[src/rtl/lcd_eng_pkg.sv]
package lcd_eng_pkg;
  typedef enum logic [2:0] {
    S_IDLE, S_CMD, S_WGET, S_WSHIFT, S_RSTART, S_RSHIFT, S_END
  } eng_state_t;

  localparam logic [7:0] OP_IDENT  = 8'h04;
  localparam logic [7:0] OP_STATUS = 8'h09;
  localparam logic [7:0] OP_MEMWR  = 8'h2C;

  function automatic logic op_is_read(input logic [7:0] op);
    case (op)
      8'h04, 8'h06, 8'h07, 8'h08, 8'h09,
      8'h0A, 8'h0B, 8'h0C, 8'h0D, 8'h0E, 8'h0F,
      8'h2E, 8'h3E, 8'h45, 8'h52, 8'h54, 8'h56,
      8'h5F, 8'hA1, 8'hA8: op_is_read = 1'b1;
      default:             op_is_read = 1'b0;
    endcase
  endfunction
endpackage

[src/rtl/lcd_op_decode.sv]
module lcd_op_decode
  import lcd_eng_pkg::*;
#(
  parameter int LEN_W = 8
) (
  input  logic [7:0]       op,
  input  logic [LEN_W-1:0] len,
  input  logic             swap,
  output logic             is_read,
  output logic             realign,
  output logic             bad_len,
  output logic             pair_swap
);
  logic len_ok;

  assign is_read = op_is_read(op);
  assign realign = (op == OP_IDENT) || (op == OP_STATUS);

  always_comb begin
    if (realign) len_ok = (len == LEN_W'(3)) || (len == LEN_W'(4));
    else         len_ok = (len != '0);
  end

  assign bad_len   = is_read && !len_ok;
  assign pair_swap = !is_read && (op == OP_MEMWR) && !swap;
endmodule

[src/rtl/lcd_bit_shifter.sv]
module lcd_bit_shifter #(
  parameter int HALF_W = 4
) (
  input  logic              clk,
  input  logic              rst_n,
  input  logic              start,
  input  logic [HALF_W-1:0] half,
  input  logic [7:0]        tx,
  input  logic              miso,
  output logic              sclk,
  output logic              mosi,
  output logic              done,
  output logic [7:0]        rx
);
  logic [HALF_W-1:0] cnt, half_q;
  logic [7:0]        sh;
  logic [2:0]        bitn;
  logic              busy;

  always_ff @(posedge clk or negedge rst_n) begin
    if (!rst_n) begin
      cnt <= '0; half_q <= '0; sh <= '0; bitn <= '0;
      busy <= 1'b0; sclk <= 1'b0; done <= 1'b0; rx <= '0;
    end else begin
      done <= 1'b0;
      if (start && !busy) begin
        busy   <= 1'b1;
        sh     <= tx;
        bitn   <= '0;
        cnt    <= half - 1'b1;
        half_q <= half;
        sclk   <= 1'b0;
      end else if (busy) begin
        if (cnt != '0) begin
          cnt <= cnt - 1'b1;
        end else begin
          cnt <= half_q - 1'b1;
          if (!sclk) begin
            sclk <= 1'b1;
            rx   <= {rx[6:0], miso};
          end else begin
            sclk <= 1'b0;
            if (bitn == 3'd7) begin
              busy <= 1'b0;
              done <= 1'b1;
            end else begin
              bitn <= bitn + 1'b1;
              sh   <= {sh[6:0], 1'b0};
            end
          end
        end
      end
    end
  end

  assign mosi = sh[7];

  // data out only moves while the clock is low
  assert_mosi_low_phase_R11: assert property (@(posedge clk) disable iff (!rst_n)
    busy && !$stable(mosi) |-> !sclk);
endmodule

[src/rtl/lcd_realign.sv]
module lcd_realign (
  input  logic       clk,
  input  logic       rst_n,
  input  logic       clr,
  input  logic       en,
  input  logic       in_valid,
  input  logic [7:0] in_byte,
  output logic       out_valid,
  output logic [7:0] out_byte
);
  logic [7:0] prev;
  logic       have;

  always_ff @(posedge clk or negedge rst_n) begin
    if (!rst_n) begin
      prev <= '0;
      have <= 1'b0;
    end else if (clr) begin
      have <= 1'b0;
    end else if (in_valid) begin
      prev <= in_byte;
      have <= 1'b1;
    end
  end

  assign out_valid = in_valid && (!en || have);
  assign out_byte  = en ? {prev[6:0], in_byte[7]} : in_byte;
endmodule

[src/rtl/lcd_cmd_spi_engine.sv]
module lcd_cmd_spi_engine
  import lcd_eng_pkg::*;
#(
  parameter int CLK_HZ    = 50_000_000,
  parameter int RD_MAX_HZ = 2_000_000,
  parameter int WR_HALF   = 2,
  parameter int LEN_W     = 8
) (
  input  logic             clk,
  input  logic             rst_n,
  input  logic             swap,
  input  logic             req_valid,
  output logic             req_ready,
  input  logic [7:0]       req_op,
  input  logic [LEN_W-1:0] req_len,
  input  logic             wr_valid,
  output logic             wr_ready,
  input  logic [7:0]       wr_data,
  output logic             rd_valid,
  input  logic             rd_ready,
  output logic [7:0]       rd_data,
  output logic             err,
  output logic             spi_sclk,
  output logic             spi_mosi,
  input  logic             spi_miso,
  output logic             spi_cs_n,
  output logic             spi_dc
);
  localparam int RD_HALF_CAP = (CLK_HZ + 2 * RD_MAX_HZ - 1) / (2 * RD_MAX_HZ);
  localparam int RD_HALF     = (RD_HALF_CAP > 2 * WR_HALF) ? RD_HALF_CAP : 2 * WR_HALF;
  localparam int HALF_W      = $clog2(RD_HALF + 1);
  localparam int REM_W       = LEN_W + 1;

  eng_state_t        state;
  logic [REM_W-1:0]  rem;
  logic              is_rd_q, rl_en_q, pair_q, have_hold;
  logic [7:0]        hold, sh_tx, out_q;
  logic [HALF_W-1:0] half_q;
  logic              sh_start, out_v, err_q, cs_q, dc_q;

  logic dec_read, dec_realign, dec_bad, dec_pair;
  logic sh_done;
  logic [7:0] sh_rx;
  logic rl_clr, rl_in_valid, rl_valid;
  logic [7:0] rl_byte;
  logic wr_fire;

  lcd_op_decode #(.LEN_W(LEN_W)) u_dec (
    .op(req_op), .len(req_len), .swap(swap),
    .is_read(dec_read), .realign(dec_realign),
    .bad_len(dec_bad), .pair_swap(dec_pair)
  );

  lcd_bit_shifter #(.HALF_W(HALF_W)) u_shift (
    .clk(clk), .rst_n(rst_n), .start(sh_start), .half(half_q),
    .tx(sh_tx), .miso(spi_miso), .sclk(spi_sclk), .mosi(spi_mosi),
    .done(sh_done), .rx(sh_rx)
  );

  assign rl_clr      = (state == S_IDLE) && req_valid && !dec_bad;
  assign rl_in_valid = (state == S_RSHIFT) && sh_done;

  lcd_realign u_align (
    .clk(clk), .rst_n(rst_n), .clr(rl_clr), .en(rl_en_q),
    .in_valid(rl_in_valid), .in_byte(sh_rx),
    .out_valid(rl_valid), .out_byte(rl_byte)
  );

  assign req_ready = (state == S_IDLE);
  assign wr_ready  = (state == S_WGET);
  assign wr_fire   = wr_valid && wr_ready;
  assign rd_valid  = out_v;
  assign rd_data   = out_q;
  assign err       = err_q;
  assign spi_cs_n  = cs_q;
  assign spi_dc    = dc_q;

  always_ff @(posedge clk or negedge rst_n) begin
    if (!rst_n) begin
      state <= S_IDLE; rem <= '0; is_rd_q <= 1'b0; rl_en_q <= 1'b0;
      pair_q <= 1'b0; have_hold <= 1'b0; hold <= '0; sh_tx <= '0;
      out_q <= '0; half_q <= '0; sh_start <= 1'b0; out_v <= 1'b0;
      err_q <= 1'b0; cs_q <= 1'b1; dc_q <= 1'b0;
    end else begin
      sh_start <= 1'b0;
      err_q    <= 1'b0;
      if (rd_valid && rd_ready) out_v <= 1'b0;
      if (rl_valid) begin
        out_q <= rl_byte;
        out_v <= 1'b1;
      end
      case (state)
        S_IDLE: if (req_valid) begin
          if (dec_bad) begin
            err_q <= 1'b1;
          end else begin
            cs_q      <= 1'b0;
            dc_q      <= 1'b0;
            sh_tx     <= req_op;
            sh_start  <= 1'b1;
            is_rd_q   <= dec_read;
            rl_en_q   <= dec_realign;
            pair_q    <= dec_pair;
            have_hold <= 1'b0;
            rem       <= dec_realign ? {1'b0, req_len} + 1'b1 : {1'b0, req_len};
            half_q    <= dec_read ? HALF_W'(RD_HALF) : HALF_W'(WR_HALF);
            state     <= S_CMD;
          end
        end
        S_CMD: if (sh_done) begin
          if (rem == '0) begin
            state <= S_END;
          end else begin
            dc_q  <= 1'b1;
            state <= is_rd_q ? S_RSTART : S_WGET;
          end
        end
        S_WGET: if (wr_fire) begin
          rem <= rem - 1'b1;
          if (pair_q && !have_hold && rem >= REM_W'(2)) begin
            hold      <= wr_data;
            have_hold <= 1'b1;
          end else begin
            sh_tx    <= wr_data;
            sh_start <= 1'b1;
            state    <= S_WSHIFT;
          end
        end
        S_WSHIFT: if (sh_done) begin
          if (have_hold) begin
            sh_tx     <= hold;
            sh_start  <= 1'b1;
            have_hold <= 1'b0;
          end else if (rem == '0) begin
            state <= S_END;
          end else begin
            state <= S_WGET;
          end
        end
        S_RSTART: if (!out_v) begin
          sh_tx    <= 8'h00;
          sh_start <= 1'b1;
          state    <= S_RSHIFT;
        end
        S_RSHIFT: if (sh_done) begin
          rem   <= rem - 1'b1;
          state <= (rem == REM_W'(1)) ? S_END : S_RSTART;
        end
        S_END: begin
          cs_q  <= 1'b1;
          dc_q  <= 1'b0;
          state <= S_IDLE;
        end
        default: state <= S_IDLE;
      endcase
    end
  end

  // clock rests low outside a frame
  assert_clock_idle_low_R11: assert property (@(posedge clk) disable iff (!rst_n)
    spi_cs_n |-> !spi_sclk);
  // a frame always opens in command phase
  assert_frame_opens_cmd_R1: assert property (@(posedge clk) disable iff (!rst_n)
    $fell(spi_cs_n) |-> !spi_dc);
  // a rejected request opens no frame
  assert_reject_no_frame_R5: assert property (@(posedge clk) disable iff (!rst_n)
    err |-> spi_cs_n);
  // held result byte stays put under back-pressure
  assert_rd_hold_R9: assert property (@(posedge clk) disable iff (!rst_n)
    rd_valid && !rd_ready |=> rd_valid && $stable(rd_data));
endmodule

[config.mk]
export PLATFORM = sky130hd
export DESIGN_NAME = lcd_cmd_spi_engine
export DESIGN_NICKNAME = d
export VERILOG_FILES = /design/src/rtl/lcd_eng_pkg.sv /design/src/rtl/lcd_op_decode.sv /design/src/rtl/lcd_bit_shifter.sv /design/src/rtl/lcd_realign.sv /design/src/rtl/lcd_cmd_spi_engine.sv
export SDC_FILE = /design/constraint.sdc
export NUM_CORES = 1
export LEC_CHECK = 0
export ABC_AREA = 1
export CAP_MARGIN = 20
export CORE_MARGIN = 4
export CORE_UTILIZATION = 45
export DETAILED_ROUTE_END_ITERATION = 10
export DONT_BUFFER_PORTS = 1
export GPL_ROUTABILITY_DRIVEN = 1
export PLACE_DENSITY = 0.67
export REMOVE_ABC_BUFFERS = 1
export SYNTH_ARGS = -nofsm -noshare
export SYNTH_HDL_FRONTEND = slang
export SYNTH_SLANG_ARGS = --single-unit
[constraint.sdc]
create_clock -name clk -period 2 [get_ports clk]
set_input_delay 0.2 -clock clk [delete_from_list [all_inputs] [get_ports clk]]
set_output_delay 0.2 -clock clk [all_outputs]
set_load 0.01 [all_outputs]
# Word level (Yosys, flattened, before mapping)
# Cells that the tools add are included.
word_totals:
  inputBits: 31
  out_inout_bits: 16
  ff_bits: 87
classes:
  magnitude_cmp: 1
  n_bitwise: 5
  add_sub_neg: 6
  n_eq_ne: 45
  n_reduce_logical: 48
  n_mux: 84
op_table:
  columns: ["cell", "count"]
  rows:
  - ["8-bit 2-to-1 mux", 13]
  - ["8-bit by 4-bit == test with 1-bit output, second input constant", 8]
  - ["3-bit 2-to-1 mux", 17]
  - ["9-bit 2-to-1 mux", 5]
  - ["8-bit by 7-bit == test with 1-bit output, second input constant", 5]
  - ["1-bit 2-to-1 mux", 37]
  - ["8-bit by 3-bit == test with 1-bit output, second input constant", 4]
  - ["8-bit case mux with 4 select lines", 1]
  - ["9-bit case mux with 3 select lines", 1]
  - ["8-bit by 6-bit == test with 1-bit output, second input constant", 3]
  - ["20-bit OR reduction", 1]
  - ["3-bit case mux with 6 select lines", 1]
  - ["8-bit == test, second input constant", 2]
  - ["4-bit 2-to-1 mux", 4]
  - ["2-bit by 1-bit inequality test with 1-bit output, second input constant", 7]
  - ["2-bit inequality test, second input constant", 7]
  - ["3-bit == test, second input constant", 4]
  - ["1-bit logical AND", 12]
  - ["4-bit by 1-bit subtractor with 4-bit output, second input constant", 3]
  - ["5-bit AND reduction", 2]
  - ["2-bit nonzero test", 5]
  - ["8-bit by 1-bit adder with 9-bit output, second input constant", 1]
  - ["9-bit by 1-bit == test with 1-bit output, second input constant", 1]
  - ["9-bit by 2-bit >= comparator with 1-bit output, second input constant", 1]
  - ["23 further kinds", 44]

# Logic depth before layout (Yosys ltp)
# Gate-level depths: netlist of run 1.
depth:
  ltp_word: 9
  ltp_mapped: 14
  ltp_nobuf: 13

# By module
# From an unflattened synthesis of run 1, not the netlist that was laid out.
hier_totals:
  hier_cells: 681
  area_unflattened_um2: 4934.7
modules_own_cells:
  columns: ["module", "cells_per_inst", "area_each_um2", "n_inst", "seq_area_each_um2"]
  rows:
  - ["lcd_cmd_spi_engine", 380, 2760.1, 1, 1152.4]
  - ["lcd_bit_shifter", 156, 1395.1, 1, 750.7]
  - ["lcd_realign", 59, 429.2, 1, 200.2]
  - ["lcd_op_decode", 86, 350.3, 1, 0.0]

# Worst setup path before layout of run 1
# No wires, ideal clock.
synth_timing:
  path_type: "register to register"
  startpoint: "register state[0]"
  endpoint: "register rem[4]"
  path_stages_with_launch: 12
  slack_ns: 0.322
  arrival_ns: 1.554
  cell_sequence: "dfrtp_1 buf_6 inv_4 nand2_2 nor2_4 inv_2 or2_1 o21ai_4 nor2_8 buf_12 nand2_2 nand2_2"
synth_via:
  elab_chain_len: 4
synth_rtl:
  columns: ["element", "line_no", "rtl"]
  rows:
  - ["from (decl)", "lcd_cmd_spi_engine.sv:34", "eng_state_t state;"]
  - ["from (signal assigned)", "lcd_cmd_spi_engine.sv:115", "state <= is_rd_q ? S_RSTART : S_WGET;"]
  - ["from (signal assigned)", "lcd_cmd_spi_engine.sv:147", "state <= (rem == REM_W'(1)) ? S_END : S_RSTART;"]
  - ["3-bit by 2-bit == test with 1-bit output (*)", "lcd_cmd_spi_engine.sv:70", "assign wr_ready = (state == S_WGET);"]
  - ["via wr_ready", "lcd_cmd_spi_engine.sv:17", "output logic wr_ready,"]
  - ["1-bit logical AND", "lcd_cmd_spi_engine.sv:71", "assign wr_fire = wr_valid && wr_ready;"]
  - ["2-bit by 1-bit inequality test with 1-bit output (no line)", null, null]
  - ["5-bit AND reduction (no line)", null, null]
  - ["to (signal assigned)", "lcd_cmd_spi_engine.sv:105", "rem <= dec_realign ? {1'b0, req_len} + 1'b1 : {1'b0, req_len};"]
  - ["to (signal assigned)", "lcd_cmd_spi_engine.sv:119", "rem <= rem - 1'b1;"]
  - ["to (signal assigned)", "lcd_cmd_spi_engine.sv:146", "rem <= rem - 1'b1;"]
  - ["to (decl)", "lcd_cmd_spi_engine.sv:35", "logic [REM_W-1:0] rem;"]
# The timed path passes the listed nets; every way through them passes the cells marked *.
# A chain may end at the register's enable or synchronous reset.

# Worst setup path after layout of run 1
layout_timing:
  startpoint: "register u_shift.busy"
  endpoint: "register u_shift.cnt[2]"
layout_via:
  elab_chain_len: 3
layout_rtl:
  columns: ["element", "line_no", "rtl"]
  rows:
  - ["from (decl)", "lcd_bit_shifter.sv:18", "logic busy;"]
  - ["from (signal assigned)", "lcd_bit_shifter.sv:23", "busy <= 1'b0; sclk <= 1'b0; done <= 1'b0; rx <= '0;"]
  - ["from (signal assigned)", "lcd_bit_shifter.sv:27", "busy <= 1'b1;"]
  - ["from (signal assigned)", "lcd_bit_shifter.sv:44", "busy <= 1'b0;"]
  - ["1-bit logical NOT", "lcd_bit_shifter.sv:26", "if (start && !busy) begin"]
  - ["1-bit logical AND", "lcd_bit_shifter.sv:26", null]
  - ["4-bit 2-to-1 mux or 2-bit nonzero test (tied branches)", null, null]
  - ["to (signal assigned)", "lcd_bit_shifter.sv:30", "cnt <= half - 1'b1;"]
  - ["to (signal assigned)", "lcd_bit_shifter.sv:35", "cnt <= cnt - 1'b1;"]
  - ["to (signal assigned)", "lcd_bit_shifter.sv:37", "cnt <= half_q - 1'b1;"]
  - ["to (decl)", "lcd_bit_shifter.sv:15", "logic [HALF_W-1:0] cnt, half_q;"]
# Parallel ways exist; a longest one is shown, timed or not.

==> impl_metrics.tcl, run 1 <==
set metrics [dict create \
    required_ps 2240 \
    worst_slew_pin_slew_ps 584 \
    firstDrtPassIters 5 \
    io_pins 47 \
    cp_max_fo 7 \
    min_period_ps 1820 \
    clockBufferDepth 2 \
    min_path_type "input pin to asynchronous set/reset pin" \
    synth_top_area_cell "dfrtp_1" \
    async_flop_share_pct 100 \
    via_count 3960 \
    setup_violations 0 \
    synthToLayoutAreaGrowth_pct 9.66 \
    grtUsageTotal_pct 18.1 \
    path_class "flip-flop to flip-flop" \
    hold_buffers 10 \
    rsz0062_at_grt "no" \
    vdd_drop_max_mv 0.544 \
    synth.most_common_cell "nand2_1" \
    critPathLaunchType "flip-flop" \
    finalWirelength_um 10200 \
    cts_max_level 3 \
    layout_setup_ws_ps 185 \
    critical_path.slowest_cell "dfrtp_1" \
    postSynthCellCount 613 \
    max_slew_margin_pct 61.1 \
    pre_cts_ws_ps -19.2 \
    fin_worst_skew_ps 10.4 \
    syn_area_um2 4680 \
    yosysSeqAreaShare_pct 43.9 \
    cp-end-kind "flip-flop" \
    p_per_area_nw_per_um2 1180 \
    grt_pass1_wl_um 17300 \
    setup-tns-final_ps 0 \
    ff2ff_setup_slack_ps 180 \
    drive_above_1_share_pct 12.1 \
    status "finished, violations left" \
    rows 36 \
    final_nets 670 \
    wl_met2_um 4760 \
    maxSlewViolCount 0 \
    cts_tree "built" \
    dr.max_layer_used "met4" \
    hold_viol_final 82 \
    synth_cell_types 43 \
    drtIter0Drc 228 \
    crit_buf_inv 1 \
    slowest_delay_ps 440 \
    r2r_cells 7 \
    timing.hold.ws_ps -467 \
    die-width_um 110 \
    fmax_mhz 551 \
    met1Wirelength_um 4850 \
    antenna_found_initial 0 \
    synth_warnings 0 \
    fin_total_pwr_mw 6.05 \
    syn_avg_cell_area_um2 7.63 \
    r2r-end "u_shift.cnt[2]$_DFFE_PN0P_" \
    die_area_um2 12100 \
    synth_edf_count 0 \
    clk_latency_ps 360 \
    netlist_top_cells_area "dfrtp_1 (43%), nand2_1 (14%), inv_1 (5.5%)" \
    synth_ff_type "dfrtp_1" \
    cts.clk_slew.worst_paths_ps 90 \
    gp_congestion 0.845 \
    post-dp-hpwl_um 7430 \
    yosys-top-cells-count "nand2_1 (169), dfrtp_1 (81), inv_1 (69)" \
    grt_max_degree 83 \
    violations "negative hold slack" \
    cts_buffers 9 \
    crit_family "simple AND/OR/NAND/NOR gates" \
    fp.dieH_um 110 \
    r2r-start "u_shift.busy$_DFF_PN0_" \
    start_util_pct 47.0 \
    maxCapViolations 0 \
    met3_wirelength_um 509 \
    drc 0 \
    clock_sinks 82 \
    leakage_nw 2.50 \
    arrival_ps 2050 \
    portBuffers 0 \
    viasPerCell 5.16 \
    coreArea_um2 9950 \
    final.fill_count 932 \
    wl_per_cell_um 13.3 \
    ys_seq_elements 82 \
    crit_chain "nor2_2 > clkinv_1 > nor2_1 > a21oi_1 > ha_1 > xnor2_1 > o21ai_1" \
    antennaDiodeCount 0 \
    grt_pass1_vias 3742 \
    cts-root-buf "clkbuf_8" \
    synth_top_area_share_pct 43.3 \
    ant_nets 0 \
    post-route-period-util_pct 90.8 \
    grt.overflow.total 0 \
]
where the power goes:
part / internal, mW / leakage (nW) / switching (mW) / total [mW]
combinational: 0.902 / 1.34 / 1.51 / 2.41
clock: 0.500 / 0.0948 / 0.648 / 1.15
sequential: 2.14 / 1.06 / 0.350 / 2.49
total: 3.54 / 2.50 / 2.51 / 6.05
sequential cells by signal (all words and copies together) (netlist names), 2 cells and up:
name and flops:
u_align.prev 7, half_q 2, u_shift.cnt 4, u_shift.rx 8
sh_tx 8, u_shift.half_q 2, rem 9, hold 8
u_shift.bitn 3, state 3, u_shift.sh 8, rd_data 8
cell families (layout without fill, tap and decap cells):
| group | count (synthesis) | count (layout) | share of synthesized area, % |
|---|---|---|---|
| simple gates | 308 | 308 | 29.1 |
| compound gates | 111 | 111 | 14.4 |
| buf+inv | 94 | 116 | 8.59 |
| flops | 82 | 82 | 43.9 |
| fa+ha+maj | 9 | 9 | 2.41 |
| xor+xnor | 9 | 9 | 1.69 |
cells in the final DEF, fill, tap and decap left out, types with 7 or more instances in the layout:
cell           Yosys  final
buf_4              1     11
nor2_2             3      7
dlygate4sd3_1      0     10
nand2_1          169    169
xor2_1             8      8
ha_1               9      9
nand3_1           32     32
a21oi_1           17     17
o21ai_2            8      9
inv_2              6      7
inv_1             69     68
o21ai_0           49     49
dfrtp_1           81     80
a31oi_1           17     17
nor2_1            67     63
clkbuf_8           0     10
nand2_2           11     11
per-stage QoR:
step           cell area, µm²  hold WS, ps  util [%]  cells
6_report                 5130         -467      51.5    768
5_1_grt                  5130         -501      51.5    768
4_1_cts                  5110         -498      51.4    768
3_5_place_dp             4820        -93.6      48.5    742
3_3_place_gp             4820        -93.5      48.5    742
2_1_floorplan            4570        -95.6         -    598
routing by layer:
layer / GRT usage (%) / vias to the layer above
li1: - / 2014
met3: 4.40 / 10
met1: 24.9 / 1829
met5: 0 / -
met2: 28.0 / 107
met4: 5.88 / 0
how the worst max path moves through the flow:
| stage | start | endpoint | slack, ps | depth (start not counted) |
|---|---|---|---|---|
| after floorplan | u_shift.busy$_DFF_PN0_ | u_shift.cnt[2]$_DFFE_PN0P_ | 30 | 7 |
| after global placement | state[2]$_DFFE_PN0P_ | rem[2]$_DFFE_PN0P_ | 90 | 8 |
| after detailed placement | state[2]$_DFFE_PN0P_ | rem[2]$_DFFE_PN0P_ | -20 | 8 |
| after CTS | state[2]$_DFFE_PN0P_ | sh_tx[2]$_DFFE_PN0P_ | 90 | 7 |
| after global routing | rem[3]$_DFFE_PN0P_ | sh_tx[4]$_DFFE_PN0P_ | 7 | 11 |
| final | u_shift.busy$_DFF_PN0_ | u_shift.cnt[2]$_DFFE_PN0P_ | 180 | 7 |
what timing repair did:
item / in CTS / in global routing
gates cloned: 0 / 0
gates resized for setup: 1 / 7
setup buffers: 0 / 0
endpoints found under the setup margin: 4 / 19
endpoints found under the hold margin: 92 / 82
area by class of cell:
class                      count  area, µm²  area share [%]
inverter                      79        299            5.83
sequential                    82       2050            40.1
timing repair buffer          21        183            3.56
multi-input combinational    437       2240            43.6
clock inverter                 6       50.0           0.976
clock buffer                  10        138            2.68
tap                          133        166            3.24
Note: power is estimated with default switching activity, not from simulation.
==> run 2, diff against run 1 <==
--- a/config.mk
+++ b/config.mk
@@ -13,6 +13,7 @@
 export DONT_BUFFER_PORTS = 1
 export GPL_ROUTABILITY_DRIVEN = 1
 export PLACE_DENSITY = 0.67
+export RECOVER_POWER = 25
 export REMOVE_ABC_BUFFERS = 1
 export SYNTH_ARGS = -nofsm -noshare
 export SYNTH_HDL_FRONTEND = slang
==> results of run 2 <==
The final DEF is identical to that of run 1; final timing and power are the same.
